<file path="config.mk">
export PLATFORM = sky130hd
export DESIGN_NAME = pdm_mic_capture
export DESIGN_NICKNAME = d
export VERILOG_FILES = /design/src/rtl/pdm_mic_capture.sv
export SDC_FILE = /design/constraint.sdc
export NUM_CORES = 1
export LEC_CHECK = 0
export BUFFER_PORTS_ARGS = -buffer_cell sky130_fd_sc_hd__buf_2
export CAP_MARGIN = 10
export CORE_MARGIN = 5
export CORE_UTILIZATION = 40
export CTS_BUF_LIST = sky130_fd_sc_hd__clkbuf_8 sky130_fd_sc_hd__clkbuf_16
export CTS_CLUSTER_SIZE = 25
export DETAILED_ROUTE_END_ITERATION = 8
export PLACE_DENSITY_LB_ADDON = 0.08
export SYNTH_ARGS = -nofsm -noshare
export SYNTH_HDL_FRONTEND = slang
export SYNTH_SLANG_ARGS = --single-unit
</file>
<file path="constraint.sdc">
create_clock -name clk -period 2.65 [get_ports clk]
set_input_delay 0.53 -clock clk [delete_from_list [all_inputs] [get_ports clk]]
set_output_delay 0.53 -clock clk [all_outputs]
set_load 0.02 [all_outputs]
</file>
<file path="src/rtl/pdm_mic_capture.sv">
module pdm_mic_capture #(
  parameter int DIV_SLOW = 16,
  parameter int DIV_MID  = 12,
  parameter int DIV_FAST = 8
) (
  input  logic       clk,
  input  logic       rst_n,
  input  logic       pwr_down,
  input  logic [1:0] rate_sel,
  input  logic       mux_mode,
  input  logic       pdm_a,
  input  logic       pdm_b,
  output logic       mic_clk,
  output logic       left_bit,
  output logic       left_valid,
  output logic       right_bit,
  output logic       right_valid
);
  localparam int MAXD = (DIV_SLOW > DIV_MID) ? ((DIV_SLOW > DIV_FAST) ? DIV_SLOW : DIV_FAST)
                                             : ((DIV_MID > DIV_FAST) ? DIV_MID : DIV_FAST);
  localparam int CW = $clog2(MAXD);

  function automatic logic [CW-1:0] last_of(input logic [1:0] r);
    case (r)
      2'd0:    last_of = CW'(DIV_SLOW - 1);
      2'd1:    last_of = CW'(DIV_MID - 1);
      default: last_of = CW'(DIV_FAST - 1);
    endcase
  endfunction

  logic [CW-1:0] cnt;
  logic [1:0]    rate_q;
  logic          mux_q, fresh, settled;

  wire [CW-1:0] last_c   = last_of(rate_q);
  wire          at_end   = (cnt == last_c);
  wire          at_mid   = (cnt == (last_c >> 1));
  wire          restart  = fresh | ({rate_sel, mux_mode} != {rate_q, mux_q});
  wire          rise_cap = at_end & ~restart;
  wire          fall_cap = at_mid & settled & mux_q;

  always_ff @(posedge clk) begin
    if (!rst_n) begin
      cnt         <= CW'(DIV_SLOW - 1);
      rate_q      <= 2'd0;
      mux_q       <= 1'b0;
      fresh       <= 1'b1;
      settled     <= 1'b0;
      mic_clk     <= 1'b0;
      left_valid  <= 1'b0;
      right_valid <= 1'b0;
      left_bit    <= 1'b0;
      right_bit   <= 1'b0;
    end else if (pwr_down) begin
      cnt         <= last_of(rate_sel);
      rate_q      <= rate_sel;
      mux_q       <= mux_mode;
      fresh       <= 1'b1;
      settled     <= 1'b0;
      mic_clk     <= 1'b0;
      left_valid  <= 1'b0;
      right_valid <= 1'b0;
    end else begin
      left_valid  <= rise_cap;
      right_valid <= mux_q ? fall_cap : rise_cap;
      if (rise_cap) begin
        left_bit <= pdm_a;
        if (!mux_q) right_bit <= pdm_b;
      end
      if (fall_cap) right_bit <= pdm_a;
      if (at_end) begin
        cnt     <= '0;
        mic_clk <= 1'b1;
        rate_q  <= rate_sel;
        mux_q   <= mux_mode;
        fresh   <= 1'b0;
        settled <= ~restart;
      end else begin
        cnt <= cnt + 1'b1;
        if (at_mid) mic_clk <= 1'b0;
      end
    end
  end

  a_r4_uni_pair: assert property (@(posedge clk) disable iff (!rst_n)
    (!mux_q && left_valid) |-> right_valid);

  a_r5_mux_right_on_fall: assert property (@(posedge clk) disable iff (!rst_n)
    (mux_q && right_valid) |-> $fell(mic_clk));

  a_r6_left_on_rise: assert property (@(posedge clk) disable iff (!rst_n)
    left_valid |-> $rose(mic_clk));

  a_r8_pd_quiet: assert property (@(posedge clk) disable iff (!rst_n)
    pwr_down |=> (!mic_clk && !left_valid && !right_valid));

  a_r3_high_only_on_boundary: assert property (@(posedge clk) disable iff (!rst_n)
    $rose(mic_clk) |-> (cnt == '0));
endmodule

</file>
==> results of run 1 <==
registers in the layout (all words and copies together) (netlist names):
register	cells
cnt	4
rate_q	2
fresh	1
left_bit	1
left_valid	1
mic_clk	1
mux_q	1
right_bit	1
right_valid	1
settled	1
final timing paths:
path                start        to  slack (ps)  cells past startpoint
setup / recovery   cnt[0]  left_bit         960                      6
setup reg to reg   cnt[0]  left_bit         960                      6
hold / removal    settled   settled         470                      2
hold reg to reg   settled   settled         470                      2
cells by family (layout without fill, tap and decap cells):
family / after synthesis / count (layout) / synth area share (%)
adders and majority gates: 1 / 1 / 1.908
xor gates and xnor gates: 7 / 7 / 9.351
AOI/OAI and AO/OA: 14 / 14 / 16.41
DFF: 14 / 14 / 42.75
muxes: 4 / 4 / 6.107
buffers and inverters: 2 / 17 / 1.145
and+or+nand+nor: 23 / 23 / 22.33
power by group:
part | internal (uW) | switching, uW | total, uW
Combinational | 38.0 | 39.0 | 77.0
Clock | 100 | 69.8 | 170
Sequential | 223 | 15.2 | 238
Total | 361 | 124 | 485
worst register-to-register path: cells and delay by family, from the launching register on:
family,cells,cell delay [ps]
simple gates,3,650
fa+ha+maj,1,220
compound gates,2,380
flops,1,380
per-layer routing:
layer	vias to the layer above	GRT usage, %	wire length, um
li1	265	-	-
met1	239	14.64	647
met2	8	15.29	546
met3	0	3.846	54
met4	0	2.553	0
met5	-	0	0
through the flow:
step	hold slack [ps]	instances
6_report	470.3	96
3_5_place_dp	463.1	93
2_1_floorplan	449.6	65
5_1_grt	494.5	96
3_3_place_gp	465.5	93
4_1_cts	473.5	96
final cells by class:
class                      instances  area, um^2
clock buffer                       3       41.29
timing repair buffer              12       60.06
sequential                        14       280.3
inverter                           2       7.507
multi-input combinational         49       367.9
tap                               16       20.02
fill                             158       747.0
placed cells by master, fill, tap and decap left out:
cell,netlist,routed
inv_1,2,2
a21boi_1,1,1
nor3_1,1,1
nand3_1,1,1
and3_1,2,2
a22oi_1,1,1
or3b_1,1,1
a21oi_1,2,2
nand4b_1,1,1
ha_1,1,1
nand2_1,1,1
clkbuf_8,0,3
nor2b_1,3,3
nand3b_1,1,1
o21ai_0,2,2
o31ai_1,1,1
dfxtp_1,14,14
a2bb2oi_1,1,1
nor2_1,5,5
o311ai_0,2,2
nand3_2,1,1
o21ai_4,1,1
nand2b_1,3,3
nor4bb_1,1,1
or2_2,1,1
xnor2_1,5,5
mux2i_1,4,4
buf_2,0,12
xor2_1,2,2
and4bb_2,1,1
o21bai_1,2,2
o211ai_1,1,1
==> metrics.md, run 1 <==
| Metric | Value |
|---|---|
| Status | `completed` |
| Most area-consuming cells after synthesis | `dfxtp_1, xnor2_1, mux2i_1` |
| Share of the synthesized area in the top cell type | `42.75%` |
| CTS Sinks | `14` |
| Max_cap viols | `0` |
| Post-place instance area | `735.7 um^2` |
| Tmin final | `1689 ps` |
| Worst slack at placement | `974.2 ps` |
| Maximum clock rate | `0.5921 GHz` |
| Post-route cell area | `777.0 um^2` |
| # diodes | `0` |
| Register area share after synthesis | `42.75%` |
| Initial Util | `43.02%` |
| Synth Area per Inst | `10.09 um^2` |
| Critical path class | `register to register` |
| Largest net degree at the start of global routing | `10` |
| Power Density | `624.0 mW/mm^2` |
| Clock Path Buffers | `2` |
| Most frequent cell after synthesis | `dfxtp_1` |
| Worst-margin pin slew | `337.7 ps` |
| VDD IR max | `0.2843 mV` |
| Post-layout util | `50.99%` |
| GRT Total Usage | `10.51%` |
| EDFF count, synth | `0` |
| Final RePlAce weighted congestion | `0.7743` |
| Clock Pin Slew Worst Setup and Hold Paths | `60 ps` |
| Top delay family on crit path | `simple AND/OR/NAND/NOR gates` |
| CTS Buf Count | `3` |
| Setup ws final | `961.0 ps` |
| Setup Fix Bufs, Post-CTS | `0` |
| Netlist cell types | `30` |
| H-tree depth | `1` |
| Slowest cell on the critical path | `dfxtp_1` |
| Flop and latch count out of synthesis | `14` |
| Final Max Slew Viols | `0` |
| Layout area overhead | `18.51%` |
| CTS tree | `yes` |
| Die width | `50.49 um` |
| Worst Path Required | `2820 ps` |
| Cells along the critical path | `ha_1, nand3b_1, o21ai_4, nand3_2, or3b_1, a21boi_1` |
| Final Hold Vio Count | `0` |
| DRT antenna net count | `0` |
| Relative slew slack | `77.40%` |
| DR iter-0 viols | `5` |
| Synth Instances | `65` |
| Port Buffers | `12` |
| Resize count post-CTS | `0` |
| Leading area contributor after synthesis | `dfxtp_1` |
| Crit start category | `register` |
| Layout Nets | `91` |
| Core footprint | `0.001524 mm^2` |
| First-pass GRT wire length | `2125 um` |
| RSZ-0062 raised after global routing | `no` |
| Crit. End Element | `register` |
| Grt total ovfl | `0` |
| Setup TNS | `0 ps` |
| Clk Latency, worst-skew pair | `240 ps` |
| Tot Pwr | `484.9 uW` |
| Critical path arrival | `1860 ps` |
| Drt wl/cell | `13.00 um` |
| DRC Markers | `0` |
| Number of global-route vias before repair | `504` |
| Synth cell count leaders | `dfxtp_1, nor2_1, xnor2_1` |
| Asr flop ratio synth | `0%` |
| Post-CTS Hold Buffers | `0` |
| CTS root buffer | `clkbuf_8` |
| Die area | `0.002549 mm^2` |
| Crit Path Max Fanout | `9` |
| Via count | `512` |
| Worst path buffer plus inverter count | `0` |
| Drt pass-1 iters | `2` |
| Core Rows | `14` |
| Syn_nets | `74` |
| Post-synthesis cell area | `655.6 um^2` |
| DRT Wirelength | `1248 um` |
| Main synth FF type | `dfxtp_1` |
| Leak | `0.0003233 uW` |
| Vias per inst | `5.333` |
| Die Ht | `50.49 um` |
| Count of final setup violators | `0` |
| I/O pins | `13` |
| Layout cells sized above 1 | `23.75%` |
| Final worst path period share | `63.74%` |
| Layout Skew | `3.021 ps` |
| Worst hold path type | `register to register` |
| CP peak stage delay | `380 ps` |
| Initial antenna violation count | `0` |
| Synth warn | `0` |
Power figures use the tool's default switching activity.
==> run 2, diff against run 1 <==
clock period = 1.5 ns   (was 2.65 ns; I/O delays follow)
==> run 2 against run 1 <==
Against the previous run:
- count of clock-buffer cells in the layout stayed put
- design area is 15% higher
- largest power group unchanged
- fmax is 13% higher
- register-to-register slack worse by 950 ps
- critical endpoint unchanged
==> metrics.md, run 2 (synthesis gave the netlist of run 1 again) <==
| Metric | Value |
|---|---|
| Global-route met3 utilization | `3.550% (-0.30 points)` |
| Flop2flop setup slack | `8 ps (-950 ps)` |
| CTS Sinks | `14 (unchanged)` |
| Met2 GRT Util | `16.53% (+1.2 points)` |
| Post-CTS Hold Buffers | `0 (unchanged)` |
| Final Hold Vio Count | `0 (unchanged)` |
| Leak | `0.0003838 uW (+19%)` |
| FF-to-FF End | `left_bit` |
| Final Max Slew Viols | `0 (unchanged)` |
| Die area | `0.002549 mm^2 (unchanged)` |
| Hold_ws | `325.0 ps (-145.3 ps)` |
| RSZ-0062 raised after global routing | `yes` |
| Final worst path period share | `99.48% (+36 points)` |
| Layout cells sized above 1 | `40.66% (+17 points)` |
| Crit Path Max Fanout | `4 (-5)` |
| Via count | `560 (+9.4%)` |
| Net Switching | `240.4 uW (+94%)` |
| Crit start category | `register` |
| DRC Markers | `0 (unchanged)` |
| VDD IR max | `0.6562 mV (+130%)` |
| Worst-margin pin slew | `336.1 ps (-1.582 ps)` |
| I/O pins | `13 (unchanged)` |
| Final RePlAce weighted congestion | `0.7026 (-9.3%)` |
| Number of global-route vias before repair | `526 (+4.4%)` |
| Clk Latency, worst-skew pair | `240 ps (about the same)` |
| Core Rows | `14 (unchanged)` |
| Worst hold path type | `input port to register` |
| Status | `completed` |
| Grt total ovfl | `0 (unchanged)` |
| Net Sw Frac | `25.82% (+0.24 points)` |
| Power share of the clock group | `32.4% (-2.7 points)` |
| DP Wirelength | `1005 um` |
| Drt wl/cell | `13.48 um (+3.7%)` |
| Comb pwr share | `22.5% (+6.6 points)` |
| DRT Wirelength | `1442 um (+16%)` |
| CTS tree | `yes` |
| Busiest grt layer | `met2` |
| # diodes | `0 (unchanged)` |
| Critical path class | `register to register` |
| Die Ht | `50.49 um (unchanged)` |
| Count of final setup violators | `0 (unchanged)` |
| Worst Path Required | `1670 ps (-1150 ps)` |
| Tmin final | `1492 ps (-196.9 ps)` |
| Layout area overhead | `36.64%` |
| Clock Pin Slew Worst Setup and Hold Paths | `60 ps (about the same)` |
| Worst Hold Launch | `rst_n` |
| Power Density | `1039 mW/mm^2 (+67%)` |
| Register with the most flip-flops | `cnt` |
| Most common cell after layout, fill and taps aside | `buf_2` |
| Layout Nets | `102 (+12%)` |
| Clock Path Buffers | `2 (unchanged)` |
| Max_cap viols | `0 (unchanged)` |
| R2r startpoint | `cnt[2]` |
| Initial Util | `43.02% (unchanged)` |
| # fillers | `142 (-10%)` |
| Met1 usage | `16.04% (+1.4 points)` |
| Seq pwr share | `45.1% (-3.9 points)` |
| Worst-case reg-to-reg path depth | `6 (unchanged)` |
| Die width | `50.49 um (unchanged)` |
| Worst hold endpoint | `cnt[2]` |
| Crit. End Element | `register` |
| CTS Buf Count | `3 (unchanged)` |
| Hold Crit Depth | `2 (unchanged)` |
| Initial antenna violation count | `0 (unchanged)` |
| Core footprint | `0.001524 mm^2 (unchanged)` |
| Largest register FFs | `4 (unchanged)` |
| Port Buffers | `12 (unchanged)` |
| Most frequent cells in the layout | `buf_2, buf_4, dfxtp_1` |
| DR iter-0 viols | `13 (+8)` |
| Cell Int Power | `690.5 uW (+91%)` |
| Top Registers | `cnt x4, rate_q x2` |
| Drt pass-1 iters | `2 (unchanged)` |
| First-pass GRT wire length | `2380 um (+12%)` |
| Vias per inst | `5.234 (-1.9%)` |
| Largest net degree at the start of global routing | `10 (unchanged)` |
| Tot Pwr | `930.9 uW (+92%)` |
| Maximum clock rate | `0.6702 GHz (+13%)` |
| Relative slew slack | `77.59% (+0.19 points)` |
| Critical path arrival | `1670 ps (-190 ps)` |
| Layout Skew | `3.975 ps (+0.9537 ps)` |
| GRT Total Usage | `12.36% (+1.9 points)` |
| DRT antenna net count | `0 (unchanged)` |
| H-tree depth | `1 (unchanged)` |
| CTS root buffer | `clkbuf_8` |
-- run 2: cell count changes in the layout (fill, tap and decap cells not counted), moves of 2 or more --
cell / change
buf_4: +11
dfxtp_1: -4
dfxtp_2: +2
dfxtp_4: +2
-- run 2: final cells by class --
class | count | area (um^2) | area share, %
multi-input combinational | 49 | 394.1 | 43.99
sequential | 14 | 290.3 | 32.40
timing repair buffer | 23 | 142.6 | 15.92
clock buffer | 3 | 41.29 | 4.609
tap | 16 | 20.02 | 2.235
inverter | 2 | 7.507 | 0.8380
-- run 2: worst max-delay path by stage --
stage / start / end / slack, ps
finish: cnt[2] / left_bit / 8
global route: rate_q[0] / left_bit / -100
CTS: cnt[2] / left_bit / 0.8
detailed placement: cnt[1] / left_bit / -30
global placement: cnt[1] / left_bit / -40
floorplan: cnt[1] / left_bit / 9
-- run 2: critical path: stages, from the launching register on --
cell,delay (ps)
dfxtp_2,330
buf_4,150
xnor2_2,140
o21ai_4,210
nand3_2,100
or3b_1,350
a21boi_1,140
-- run 2: timing repair --
item	4_1_cts	5_1_grt
endpoints found under the setup margin	1	6
pin swaps	3	1
buffers inserted	4	0
cloned	0	0
resized for setup	4	2
-- run 2: power by group through the flow --
stage / Sequential, uW / Combinational [uW] / Clock, uW
2_1_floorplan: 425 / 103 / 0
3_3_place_gp: 426 / 175 / 0
3_5_place_dp: 427 / 176 / 0
4_1_cts: 418 / 205 / 314
5_1_grt: 421 / 230 / 347
6_report: 419 / 209 / 302
-- run 2: routing by layer --
metal	part of all wire [%]	wire [um]
met5	0	0
met4	4.2	61
met3	4.8	69
met2	41	595
met1	50	715
-- run 2: through the flow --
stage / cell area, um^2 / instances / setup TNS, ps / worst slack [ps] / utilization (%)
2_1_floorplan: 670.6 / 65 / 0 / 8.977 / -
3_3_place_gp: 803.3 / 100 / -40.27 / -40.27 / 52.71
4_1_cts: 888.4 / 107 / 0 / 0.8050 / 58.29
5_1_grt: 895.9 / 107 / -236.3 / -95.91 / 58.78
6_report: 895.9 / 107 / 0 / 7.833 / 58.78
3_5_place_dp: 803.3 / 100 / -32.46 / -32.46 / 52.71
==> run 3, diff against run 2 <==
BUFFER_PORTS_ARGS = -buffer_cell sky130_fd_sc_hd__buf_4   (was -buffer_cell sky130_fd_sc_hd__buf_2)
==> run 3 against run 2 <==
Against the previous run:
- via count rose by 3.0%
- critical path depth stayed put
- core utilization increased by 5.0 points
- non-clock buffer count is 1 higher
- first-iteration DRC count fell by 54%
- final cell count increased by 1.9%
- fmax grew 0.94%
- clock power is 22% higher
- setup slack improved by 14 ps
- critical path type unchanged
- largest cell class unchanged
- largest power group unchanged
==> metrics.md, run 3 (synthesis gave the netlist of run 1 again) <==
| Metric | Value |
|---|---|
| Clk Latency, worst-skew pair | `250 ps (about the same)` |
| Tmin final | `1478 ps (-13.92 ps)` |
| Layout Skew | `1.499 ps (-2.476 ps)` |
| CP peak stage delay | `360 ps (about the same)` |
| H-tree depth | `1 (unchanged)` |
| Vias per inst | `5.294 (+1.1%)` |
| Slowest cell on the critical path | `dfxtp_4` |
| GRT Total Usage | `12.61% (+0.25 points)` |
| # fillers | `136 (-4.2%)` |
| Post-CTS Hold Buffers | `0 (unchanged)` |
| Layout cells sized above 1 | `45.16% (+4.5 points)` |
| Setup TNS | `0 ps (unchanged)` |
| Crit start category | `register` |
| Via count | `577 (+3.0%)` |
| Worst path buffer plus inverter count | `0 (-1)` |
| Initial antenna violation count | `0 (unchanged)` |
| Register with the most flip-flops | `cnt` |
| Die area | `0.002549 mm^2 (unchanged)` |
| Die Ht | `50.49 um (unchanged)` |
| Tot Pwr | `1023 uW (+9.8%)` |
| Worst-margin pin slew | `331.0 ps (-5.081 ps)` |
| Clock Pin Slew Worst Setup and Hold Paths | `60 ps (about the same)` |
| Layout area overhead | `48.28%` |
| Max_cap viols | `0 (unchanged)` |
| Final worst path period share | `98.55% (-0.93 points)` |
| Port Buffers | `12 (unchanged)` |
| Number of global-route vias before repair | `559 (+6.3%)` |
| Power Density | `1052 mW/mm^2 (+1.2%)` |
| Layout Nets | `103 (+0.98%)` |
| Core Rows | `14 (unchanged)` |
| Worst hold endpoint | `cnt[2]` |
| Relative slew slack | `77.93% (+0.34 points)` |
| Drt wl/cell | `13.30 um (-1.3%)` |
| CTS tree | `yes` |
| Final RePlAce weighted congestion | `0.7539 (+7.3%)` |
| Clock Path Buffers | `2 (unchanged)` |
| Maximum clock rate | `0.6765 GHz (+0.94%)` |
| Most common cell after layout, fill and taps aside | `buf_4` |
| Top delay family on crit path | `simple AND/OR/NAND/NOR gates` |
| Largest net degree at the start of global routing | `10 (unchanged)` |
| VDD IR max | `0.8804 mV (+34%)` |
| Drt pass-1 iters | `4 (+2)` |
| Worst Hold Launch | `rst_n` |
| Worst hold path type | `input port to register` |
| CTS root buffer | `clkbuf_8` |
| Final Hold Vio Count | `0 (unchanged)` |
| Most frequent cells in the layout | `buf_4, dfxtp_1` |
| Worst-case reg-to-reg path depth | `6 (unchanged)` |
| CTS Sinks | `14 (unchanged)` |
| R2r startpoint | `cnt[0]` |
| Critical path arrival | `1660 ps (about the same)` |
| DRT antenna net count | `0 (unchanged)` |
| Hold Crit Depth | `2 (unchanged)` |
| Area of the multi-input gates | `412.9 um^2 (+4.8%)` |
| Flop2flop setup slack | `20 ps (about the same)` |
| Crit. End Element | `register` |
| First-pass GRT wire length | `2435 um (+2.3%)` |
| FF-to-FF End | `left_bit` |
| Largest register FFs | `4 (unchanged)` |
| Status | `completed` |
| CTS Buf Count | `3 (unchanged)` |
| Top Registers | `cnt x4, rate_q x2` |
| Initial Util | `43.02% (unchanged)` |
| Worst Path Required | `1680 ps (about the same)` |
| Critical path class | `register to register` |
| Grt total ovfl | `0 (unchanged)` |
| Reg area | `292.8 um^2 (+0.86%)` |
| Crit Path Max Fanout | `3 (-1)` |
| # diodes | `0 (unchanged)` |
| DP Wirelength | `1015 um (+1.0%)` |
| Post-layout util | `63.79% (+5.0 points)` |
| Die width | `50.49 um (unchanged)` |
| Cells along the critical path | `ha_4, nand3b_1, o21ai_4, nand3_2, or3b_1, a21boi_1` |
| RSZ-0062 raised after global routing | `yes` |
| Critical path depth | `6 (unchanged)` |
| Count of final setup violators | `0 (unchanged)` |
| Core footprint | `0.001524 mm^2 (unchanged)` |
| DR iter-0 viols | `6 (-7)` |
| DRT Wirelength | `1450 um (+0.55%)` |
| DRC Markers | `0 (unchanged)` |
| I/O pins | `13 (unchanged)` |
| Leak | `0.0004053 uW (+5.6%)` |
| Final Max Slew Viols | `0 (unchanged)` |
## run 3: worst reg2reg max path: stages, from the launching register on
cell,delay (ps)
dfxtp_4,360
ha_4,130
nand3b_1,120
o21ai_4,220
nand3_2,100
or3b_1,350
a21boi_1,130
## run 3: cell type report
| class | instances | area share [%] |
|---|---|---|
| Sequential cell | 14 | 30.12 |
| Tap cell | 16 | 2.059 |
| Multi-Input combinational cell | 49 | 42.47 |
| Timing Repair Buffer | 24 | 18.92 |
| Clock buffer | 4 | 5.663 |
| Inverter | 2 | 0.7722 |
## run 3: worst max path at each step
stage | startpoint | endpoint | slack (ps)
floorplan | cnt[1] | left_bit | 9
global placement | cnt[1] | left_bit | -30
detailed placement | cnt[1] | left_bit | -40
CTS | cnt[0] | left_bit | 10
global route | cnt[0] | left_bit | -110
finish | cnt[0] | left_bit | 20
## run 3: repair_timing
action / 4_1_cts / 5_1_grt
gates resized for setup: 2 / 11
pin swaps: 3 / 5
setup buffers: 3 / 3
endpoints found under the setup margin: 1 / 8
gates cloned: 0 / 0
## run 3: report_power, final
part	leakage (uW)	internal (uW)	switching, uW
clock	0.0000288	233	135
combinational	0.000261	137	98.9
sequential	0.000115	395	23.9
## run 3: stage by stage
stage | instance area [um^2] | hold slack (ps) | worst slack, ps | cells
global route | 972.2 | 301.7 | -108.8 | 109
detailed placement | 833.3 | 464.8 | -38.92 | 100
CTS | 920.9 | 304.6 | 10.91 | 107
finish | 972.2 | 305.1 | 21.75 | 109
floorplan | 670.6 | 391.3 | 8.977 | 65
global placement | 833.3 | 460.2 | -32.78 | 100
## run 3: per-layer routing
metal / vias up / wire, um / global-route usage, %
met5: - / 0 / 0
met4: 0 / 23 / 5.106
met3: 4 / 85 / 5.917
met2: 15 / 624 / 18.60
met1: 270 / 716 / 15.71
li1: 288 / - / -
